--- config.mk ---
export PLATFORM = sky130hd
export DESIGN_NAME = sbd_core
export DESIGN_NICKNAME = d
export VERILOG_FILES = /design/src/rtl/sbd_pkg.sv /design/src/rtl/sbd_alu.sv /design/src/rtl/sbd_datapath.sv /design/src/rtl/sbd_selftest.sv /design/src/rtl/sbd_core.sv
export SDC_FILE = /design/constraint.sdc
export NUM_CORES = 1
export LEC_CHECK = 0
export BUFFER_PORTS_ARGS = -buffer_cell sky130_fd_sc_hd__buf_2
export CAP_MARGIN = 0
export CORE_MARGIN = 5
export CORE_UTILIZATION = 46
export DETAILED_ROUTE_END_ITERATION = 12
export GPL_ROUTABILITY_DRIVEN = 0
export PLACE_DENSITY = 0.71
export RECOVER_POWER = 100
export SYNTH_ARGS = -nofsm -noshare
export SYNTH_HDL_FRONTEND = slang
export SYNTH_SLANG_ARGS = --single-unit
--- constraint.sdc ---
create_clock -name clk -period 6.83 [get_ports clk]
set_clock_uncertainty 0.1 [all_clocks]
set_input_delay 0.3415 -clock clk [delete_from_list [all_inputs] [get_ports clk]]
set_output_delay 0.3415 -clock clk [all_outputs]
set_load 0.01 [all_outputs]
--- src/rtl/sbd_pkg.sv ---
`timescale 1ns/1ps
package sbd_pkg;
  localparam int NUM_DRV = 5;
  localparam int NUM_LD  = 7;

  localparam int DRV_PC  = 0;
  localparam int DRV_MBR = 1;
  localparam int DRV_IRA = 2;
  localparam int DRV_AC  = 3;
  localparam int DRV_Z   = 4;

  localparam int LD_PC  = 0;
  localparam int LD_MAR = 1;
  localparam int LD_MBR = 2;
  localparam int LD_IR  = 3;
  localparam int LD_AC  = 4;
  localparam int LD_Y   = 5;
  localparam int LD_Z   = 6;

  typedef enum logic [1:0] {
    FN_ADD  = 2'b00,
    FN_AND  = 2'b01,
    FN_PASS = 2'b10,
    FN_INC  = 2'b11
  } aluFn_e;

  typedef struct packed {
    logic [NUM_DRV-1:0] drive;
    logic [NUM_LD-1:0]  load;
    logic               memRd;
    logic               memWr;
    aluFn_e             fn;
  } ctl_t;
endpackage

--- src/rtl/sbd_alu.sv ---
`timescale 1ns/1ps
module sbd_alu
  import sbd_pkg::*;
#(
  parameter int DW = 16
) (
  input  logic [DW-1:0] opY,
  input  logic [DW-1:0] opBus,
  input  aluFn_e        fn,
  output logic [DW-1:0] result
);
  localparam logic [DW-1:0] ONE = DW'(1);

  always_comb begin
    unique case (fn)
      FN_ADD:  result = opY + opBus;
      FN_AND:  result = opY & opBus;
      FN_PASS: result = opBus;
      FN_INC:  result = opBus + ONE;
      default: result = '0;
    endcase
  end
endmodule

--- src/rtl/sbd_datapath.sv ---
`timescale 1ns/1ps
module sbd_datapath
  import sbd_pkg::*;
#(
  parameter int DW = 16,
  parameter int AW = 12
) (
  input  logic          clk,
  input  logic          rstN,
  input  ctl_t          ctl,
  input  logic [DW-1:0] memRdata,
  output logic [AW-1:0] memAddr,
  output logic [DW-1:0] memWdata,
  output logic          memWe,
  output logic          memRe,
  output logic [DW-1:0] acOut,
  output logic [DW-1:0] busValue,
  output logic          busConflict
);
  localparam int PAD = DW - AW;
  localparam int CW  = $clog2(NUM_DRV + 1);

  logic [AW-1:0] pcReg, marReg;
  logic [DW-1:0] mbrReg, irReg, acReg, yReg, zReg;
  logic [DW-1:0] aluResult;
  logic [DW-1:0] srcVal [NUM_DRV];
  logic [DW-1:0] gated  [NUM_DRV];
  logic [CW-1:0] driverCount;
  logic          conflictQ;

  // Bus sources, widened to the data width
  assign srcVal[DRV_PC]  = {{PAD{1'b0}}, pcReg};
  assign srcVal[DRV_MBR] = mbrReg;
  assign srcVal[DRV_IRA] = {{PAD{1'b0}}, irReg[AW-1:0]};
  assign srcVal[DRV_AC]  = acReg;
  assign srcVal[DRV_Z]   = zReg;

  // One gated lane per source; the bus is the OR of all lanes
  for (genvar i = 0; i < NUM_DRV; i++) begin : g_lane
    assign gated[i] = ctl.drive[i] ? srcVal[i] : '0;
  end

  always_comb begin
    busValue    = '0;
    driverCount = '0;
    for (int i = 0; i < NUM_DRV; i++) begin
      busValue    = busValue | gated[i];
      driverCount = driverCount + CW'(ctl.drive[i]);
    end
  end

  sbd_alu #(.DW(DW)) u_alu (
    .opY   (yReg),
    .opBus (busValue),
    .fn    (ctl.fn),
    .result(aluResult)
  );

  always_ff @(posedge clk) begin
    if (!rstN) begin
      pcReg     <= '0;
      marReg    <= '0;
      mbrReg    <= '0;
      irReg     <= '0;
      acReg     <= '0;
      yReg      <= '0;
      zReg      <= '0;
      conflictQ <= 1'b0;
    end else begin
      conflictQ <= (driverCount > CW'(1));
      if (ctl.load[LD_PC])  pcReg  <= busValue[AW-1:0];
      if (ctl.load[LD_MAR]) marReg <= busValue[AW-1:0];
      if (ctl.memRd)             mbrReg <= memRdata;
      else if (ctl.load[LD_MBR]) mbrReg <= busValue;
      if (ctl.load[LD_IR])  irReg  <= busValue;
      if (ctl.load[LD_AC])  acReg  <= busValue;
      if (ctl.load[LD_Y])   yReg   <= busValue;
      if (ctl.load[LD_Z])   zReg   <= aluResult;
    end
  end

  assign memAddr     = marReg;
  assign memWdata    = mbrReg;
  assign memWe       = ctl.memWr;
  assign memRe       = ctl.memRd;
  assign acOut       = acReg;
  assign busConflict = conflictQ;
endmodule

--- src/rtl/sbd_selftest.sv ---
`timescale 1ns/1ps
module sbd_selftest
  import sbd_pkg::*;
(
  input  logic clk,
  input  logic rstN,
  input  logic go,
  output ctl_t seqCtl,
  output logic busy
);
  typedef enum logic [2:0] {
    S_IDLE = 3'd0,
    S_T1   = 3'd1,
    S_T2   = 3'd2,
    S_T3   = 3'd3,
    S_T4   = 3'd4,
    S_T5   = 3'd5
  } slot_e;

  slot_e slot, slotNext;

  always_comb begin
    unique case (slot)
      S_IDLE:  slotNext = go ? S_T1 : S_IDLE;
      S_T1:    slotNext = S_T2;
      S_T2:    slotNext = S_T3;
      S_T3:    slotNext = S_T4;
      S_T4:    slotNext = S_T5;
      default: slotNext = S_IDLE;
    endcase
  end

  always_ff @(posedge clk) begin
    if (!rstN) slot <= S_IDLE;
    else       slot <= slotNext;
  end

  always_comb begin
    seqCtl = '0;
    seqCtl.fn = FN_ADD;
    unique case (slot)
      S_T1: begin
        seqCtl.drive[DRV_IRA] = 1'b1;
        seqCtl.load[LD_MAR]   = 1'b1;
      end
      S_T2: seqCtl.memRd = 1'b1;
      S_T3: begin
        seqCtl.drive[DRV_MBR] = 1'b1;
        seqCtl.load[LD_Y]     = 1'b1;
      end
      S_T4: begin
        seqCtl.drive[DRV_AC] = 1'b1;
        seqCtl.load[LD_Z]    = 1'b1;
      end
      S_T5: begin
        seqCtl.drive[DRV_Z] = 1'b1;
        seqCtl.load[LD_AC]  = 1'b1;
      end
      default: ;
    endcase
  end

  assign busy = (slot != S_IDLE);
endmodule

--- src/rtl/sbd_core.sv ---
`timescale 1ns/1ps
module sbd_core
  import sbd_pkg::*;
#(
  parameter int DW = 16,
  parameter int AW = 12
) (
  input  logic               clk,
  input  logic               rstN,
  input  logic [NUM_DRV-1:0] drvEn,
  input  logic [NUM_LD-1:0]  ldEn,
  input  logic               memRd,
  input  logic               memWr,
  input  logic [1:0]         aluFn,
  input  logic               selfTestGo,
  input  logic [DW-1:0]      memRdata,
  output logic [AW-1:0]      memAddr,
  output logic [DW-1:0]      memWdata,
  output logic               memWe,
  output logic               memRe,
  output logic [DW-1:0]      acOut,
  output logic [DW-1:0]      busValue,
  output logic               busConflict,
  output logic               selfTestBusy
);
  ctl_t extCtl, seqCtl, effCtl;
  logic [NUM_DRV-1:0] effDrive;
  logic [NUM_LD-1:0]  effLoad;

  always_comb begin
    extCtl.drive = drvEn;
    extCtl.load  = ldEn;
    extCtl.memRd = memRd;
    extCtl.memWr = memWr;
    extCtl.fn    = aluFn_e'(aluFn);
  end

  sbd_selftest u_seq (
    .clk   (clk),
    .rstN  (rstN),
    .go    (selfTestGo),
    .seqCtl(seqCtl),
    .busy  (selfTestBusy)
  );

  assign effCtl   = selfTestBusy ? seqCtl : extCtl;
  assign effDrive = effCtl.drive;
  assign effLoad  = effCtl.load;

  sbd_datapath #(.DW(DW), .AW(AW)) u_dp (
    .clk        (clk),
    .rstN       (rstN),
    .ctl        (effCtl),
    .memRdata   (memRdata),
    .memAddr    (memAddr),
    .memWdata   (memWdata),
    .memWe      (memWe),
    .memRe      (memRe),
    .acOut      (acOut),
    .busValue   (busValue),
    .busConflict(busConflict)
  );
endmodule

==> metrics.md <==
| Metric | Value |
|---|---|
| CTS Hold Buffers Added | 0 |
| Final wirelength | 16400 um |
| DP Cell Count | 864 |
| P_leak | 0.00252 uW |
| RSZ-0062 raised after global routing | no |
| Worst relative slew slack | -175% |
| CTS root buffer | clkbuf_16 |
| Port Buffer Count | 98 |
| Worst path max stage delay | 730 ps |
| Cells taking the most area after synthesis | dfxtp_1 (38%), a211oi_1 (10%), nor2_1 (7.0%) |
| Hold Path Class | input port to flip-flop |
| Core Box Area | 11900 um2 |
| CTS Buffer Depth | 2 |
| Yosys cell types | 58 |
| Slowest CP cell | and2_0 |
| Drt pass-1 iters | 8 |
| Chip height | 119 um |
| Post-synth top flop | dfxtp_1 |
| Placed cell area | 5950 um2 |
| Nets@finish | 785 |
| Mapped cell area | 5500 um2 |
| Cell taking the most area after synthesis | dfxtp_1 |
| Synth Instances | 680 |
| Share of total power in the clock network | 24.0% |
| CTS tree | yes |
| Crit path launch type | flip-flop |
| Most used cell, CP | inv_1 |
| Avg Inst Size Synth | 8.08 um2 |
| Final setup fails | 0 |
| Gr ovfl total | 0 |
| Slew Limit Fails | 122 |
| Routed wire per std cell | 18.6 um |
| Sequential share of the synthesized area | 37.9% |
| CTS Sinks | 104 |
| Comb power frac | 38.6% |
| Cell internal pwr | 1250 uW |
| Share of the synthesized area in the top cell type | 37.9% |
| Vias per inst | 6.04 |
| Ports | 99 |
| Final Hold Viols | 0 |
| Post-CTS setup buffers | 0 |
| First-pass GRT wire length | 26700 um |
| Top delay family on crit path | simple AND/OR/NAND/NOR gates |
| Worst setup EP type | flip-flop |
| Vias | 5316 |
| Pin count of the biggest net entering global routing | 92 |
| Ant. Diodes | 0 |
| Failing checks | max-capacitance violations, max-slew violations |
| Die ar. | 14200 um2 |
| Synth warn | 0 |
| H-tree depth | 3 |
| Outcome | finished, violations left |
| VDD IR-drop max | 0.133 mV |
| Crit-path max FO | 13 |
| TNS Setup | 0 ps |
| Fmax | 205 MHz |
| Part of the cycle the worst path needs | 71.4% |
| CTS Buf Count | 9 |
| Antenna violations before repair | 0 |
| Cell area after layout | 6150 um2 |
| Critical path type | flip-flop to flip-flop |
| CP required | 6970 ps |
| Clk_lat worst skew | 350 ps |
| Post-CTS Resized | 0 |
| Post-route DRC | 0 |
| Vias in the first global route | 5141 |
| Clock Pin Slew Worst Setup and Hold Paths | 70 ps |
| Initial Util | 46.3% |
| DRT iter0 DRCs | 561 |
| Crit path time final | 4870 ps |
| Sw Share | 39.7% |
| Fraction of registers with async set/reset | 0% |
| Finished Layout Cells | 880 |
| PwrDens | 339 nW/um2 |
| Antenna-violating nets left | 0 |
| #FFs+latches synth | 104 |
| GR Util All Layers | 22.8% |
| Share of cells above drive strength 1 | 9.14% |
| Max-cap violations | 2 |
| Syn nets | 737 |
| Die span in x | 119 um |
| Buffers & Inverters on Critical Path | 2 |
| Number of synthesized flops with an enable pin | 0 |
| Dpl hpwl | 11400 um |
| Sw Pwr | 827 uW |
| Row count | 40 |
| Layout area overhead | 11.9% |
| Crit path DAT | 5020 ps |
| Least-Margin Pin Slew | 4130 ps |
| Crit path cell chain | nor3_1 -> and2_0 -> a222oi_1 -> and3_1 -> inv_1 -> ha_1 -> inv_1 -> fa_1 -> nor2b_1 -> o31ai_1 -> a2111oi_0 -> o21ai_0 -> and3b_1 -> o221a_2 |
| Register share of total power | 37.4% |
| Filler cell count | 1120 |
[logic make-up after synthesis]
group                    synth area share, %
AO/OA/AOI/OAI                           29.8
AND/OR/NAND/NOR                         18.1
flip-flops                              37.9
buffers and inverters                   7.22
adder cells (fa/ha/maj)                 5.42
XOR/XNOR                                1.27
multiplexers                           0.364
[stage by stage]
| step | total power [uW] | util [%] | hold WS (ps) | setup slack (ps) |
|---|---|---|---|---|
| 3_5_place_dp | 1590 | 50.1 | 388 | 2200 |
| 5_1_grt | 2210 | 51.8 | 122 | 1640 |
| 3_3_place_gp | 1570 | 50.1 | 385 | 2450 |
| 2_1_floorplan | 1360 | - | 372 | 2980 |
| 6_report | 2080 | 51.8 | 117 | 1960 |
| 4_1_cts | 2090 | 52.5 | 116 | 2200 |
[flip-flops by register name (all words and copies together) (netlist names)]
| signal | cells |
|---|---|
| u_dp.busConflict | 1 |
| u_dp.irReg | 12 |
| u_dp.zReg | 16 |
| u_dp.pcReg | 12 |
| u_dp.memAddr | 12 |
| u_dp.yReg | 16 |
| u_seq.slot | 3 |
| u_dp.acOut | 16 |
| u_dp.memWdata | 16 |
[cells in the mapped netlist, drive strengths merged, types with 4 or more instances]
cell type  number
nand2b          4
a2111oi         4
a21oi          48
nor2          102
a211oi         74
and2            9
and3           11
xnor2           7
a222oi         16
clkbuf         61
inv            29
a31oi           4
o21a            6
nor3           11
nor2b          17
a211o          14
o31ai           4
a22oi           4
a21o            8
ha             19
dfxtp         104
buf             7
nand2          51
o21ai          19
[routing by layer]
| layer | GRT usage [%] | up-vias | wire length [um] |
|---|---|---|---|
| li1 | - | 2559 | - |
| met1 | 29.8 | 2480 | 7200 |
| met2 | 37.3 | 243 | 7540 |
| met3 | 3.66 | 34 | 1150 |
| met4 | 10.0 | 0 | 518 |
| met5 | 0 | - | 0 |
[final timing paths]
check,from,to,slack [ps],depth (start not counted)
worst max-delay path,u_seq.slot[1]$_SDFF_PN0_,u_dp.zReg[14]$_SDFFE_PN0P_,1960,14
worst min-delay path,memRdata[14],u_dp.memWdata[14]$_SDFFE_PN0P_,120,3
worst max register to register,u_seq.slot[1]$_SDFF_PN0_,u_dp.zReg[14]$_SDFFE_PN0P_,1960,14
worst min register to register,u_dp.zReg[1]$_SDFFE_PN0P_,u_dp.zReg[1]$_SDFFE_PN0P_,400,2
[power by group through the flow]
stage               registers (uW)  clock network, uW  logic [uW]
CTS                            774                506         813
floorplan                      784                  0         571
detailed placement             788                  0         806
finish                         779                500         803
global route                   790                527         890
global placement               783                  0         791
[layout by cell type, fill, tap and decap left out, types with 3 or more instances in the layout]
| cell type | n |
|---|---|
| a21oi_1 | 45 |
| and2_0 | 7 |
| nand3_1 | 3 |
| fa_1 | 3 |
| nor2b_1 | 17 |
| a21oi_2 | 3 |
| nand2_1 | 51 |
| o211a_1 | 3 |
| nand2b_1 | 4 |
| nor3_1 | 10 |
| o31ai_1 | 4 |
| clkbuf_16 | 9 |
| or3_1 | 3 |
| and3_1 | 11 |
| a211oi_1 | 74 |
| inv_1 | 28 |
| xnor2_1 | 7 |
| a31oi_1 | 4 |
| a222oi_1 | 16 |
| buf_4 | 5 |
| a211o_1 | 14 |
| a2111oi_0 | 4 |
| nor2_1 | 102 |
| ha_1 | 19 |
| o21a_1 | 6 |
| o21bai_1 | 3 |
| a22oi_1 | 4 |
| dfxtp_1 | 104 |
| o311ai_0 | 3 |
| o221a_2 | 3 |
| a21o_1 | 8 |
| buf_2 | 38 |
| o21ai_0 | 19 |
| clkbuf_1 | 63 |
[worst register-to-register path, delay by kind of cell, from the launching register on]
family | cells | cell delay [ps]
simple gates | 5 | 2110
buf+inv | 2 | 190
fa+ha+maj | 2 | 600
compound gates | 5 | 1300
flops | 1 | 450
[area by class of cell]
cell class	instances	area, um2	area share, %
clock buffers	11	243	3.95
multi-input cells	479	3030	49.3
well taps	147	184	2.99
repair buffers	105	460	7.49
clock inverters	5	40.0	0.651
flip-flops and latches	104	2080	33.9
inverters	29	109	1.77
No activity file was read; power rests on OpenSTA's default activity.
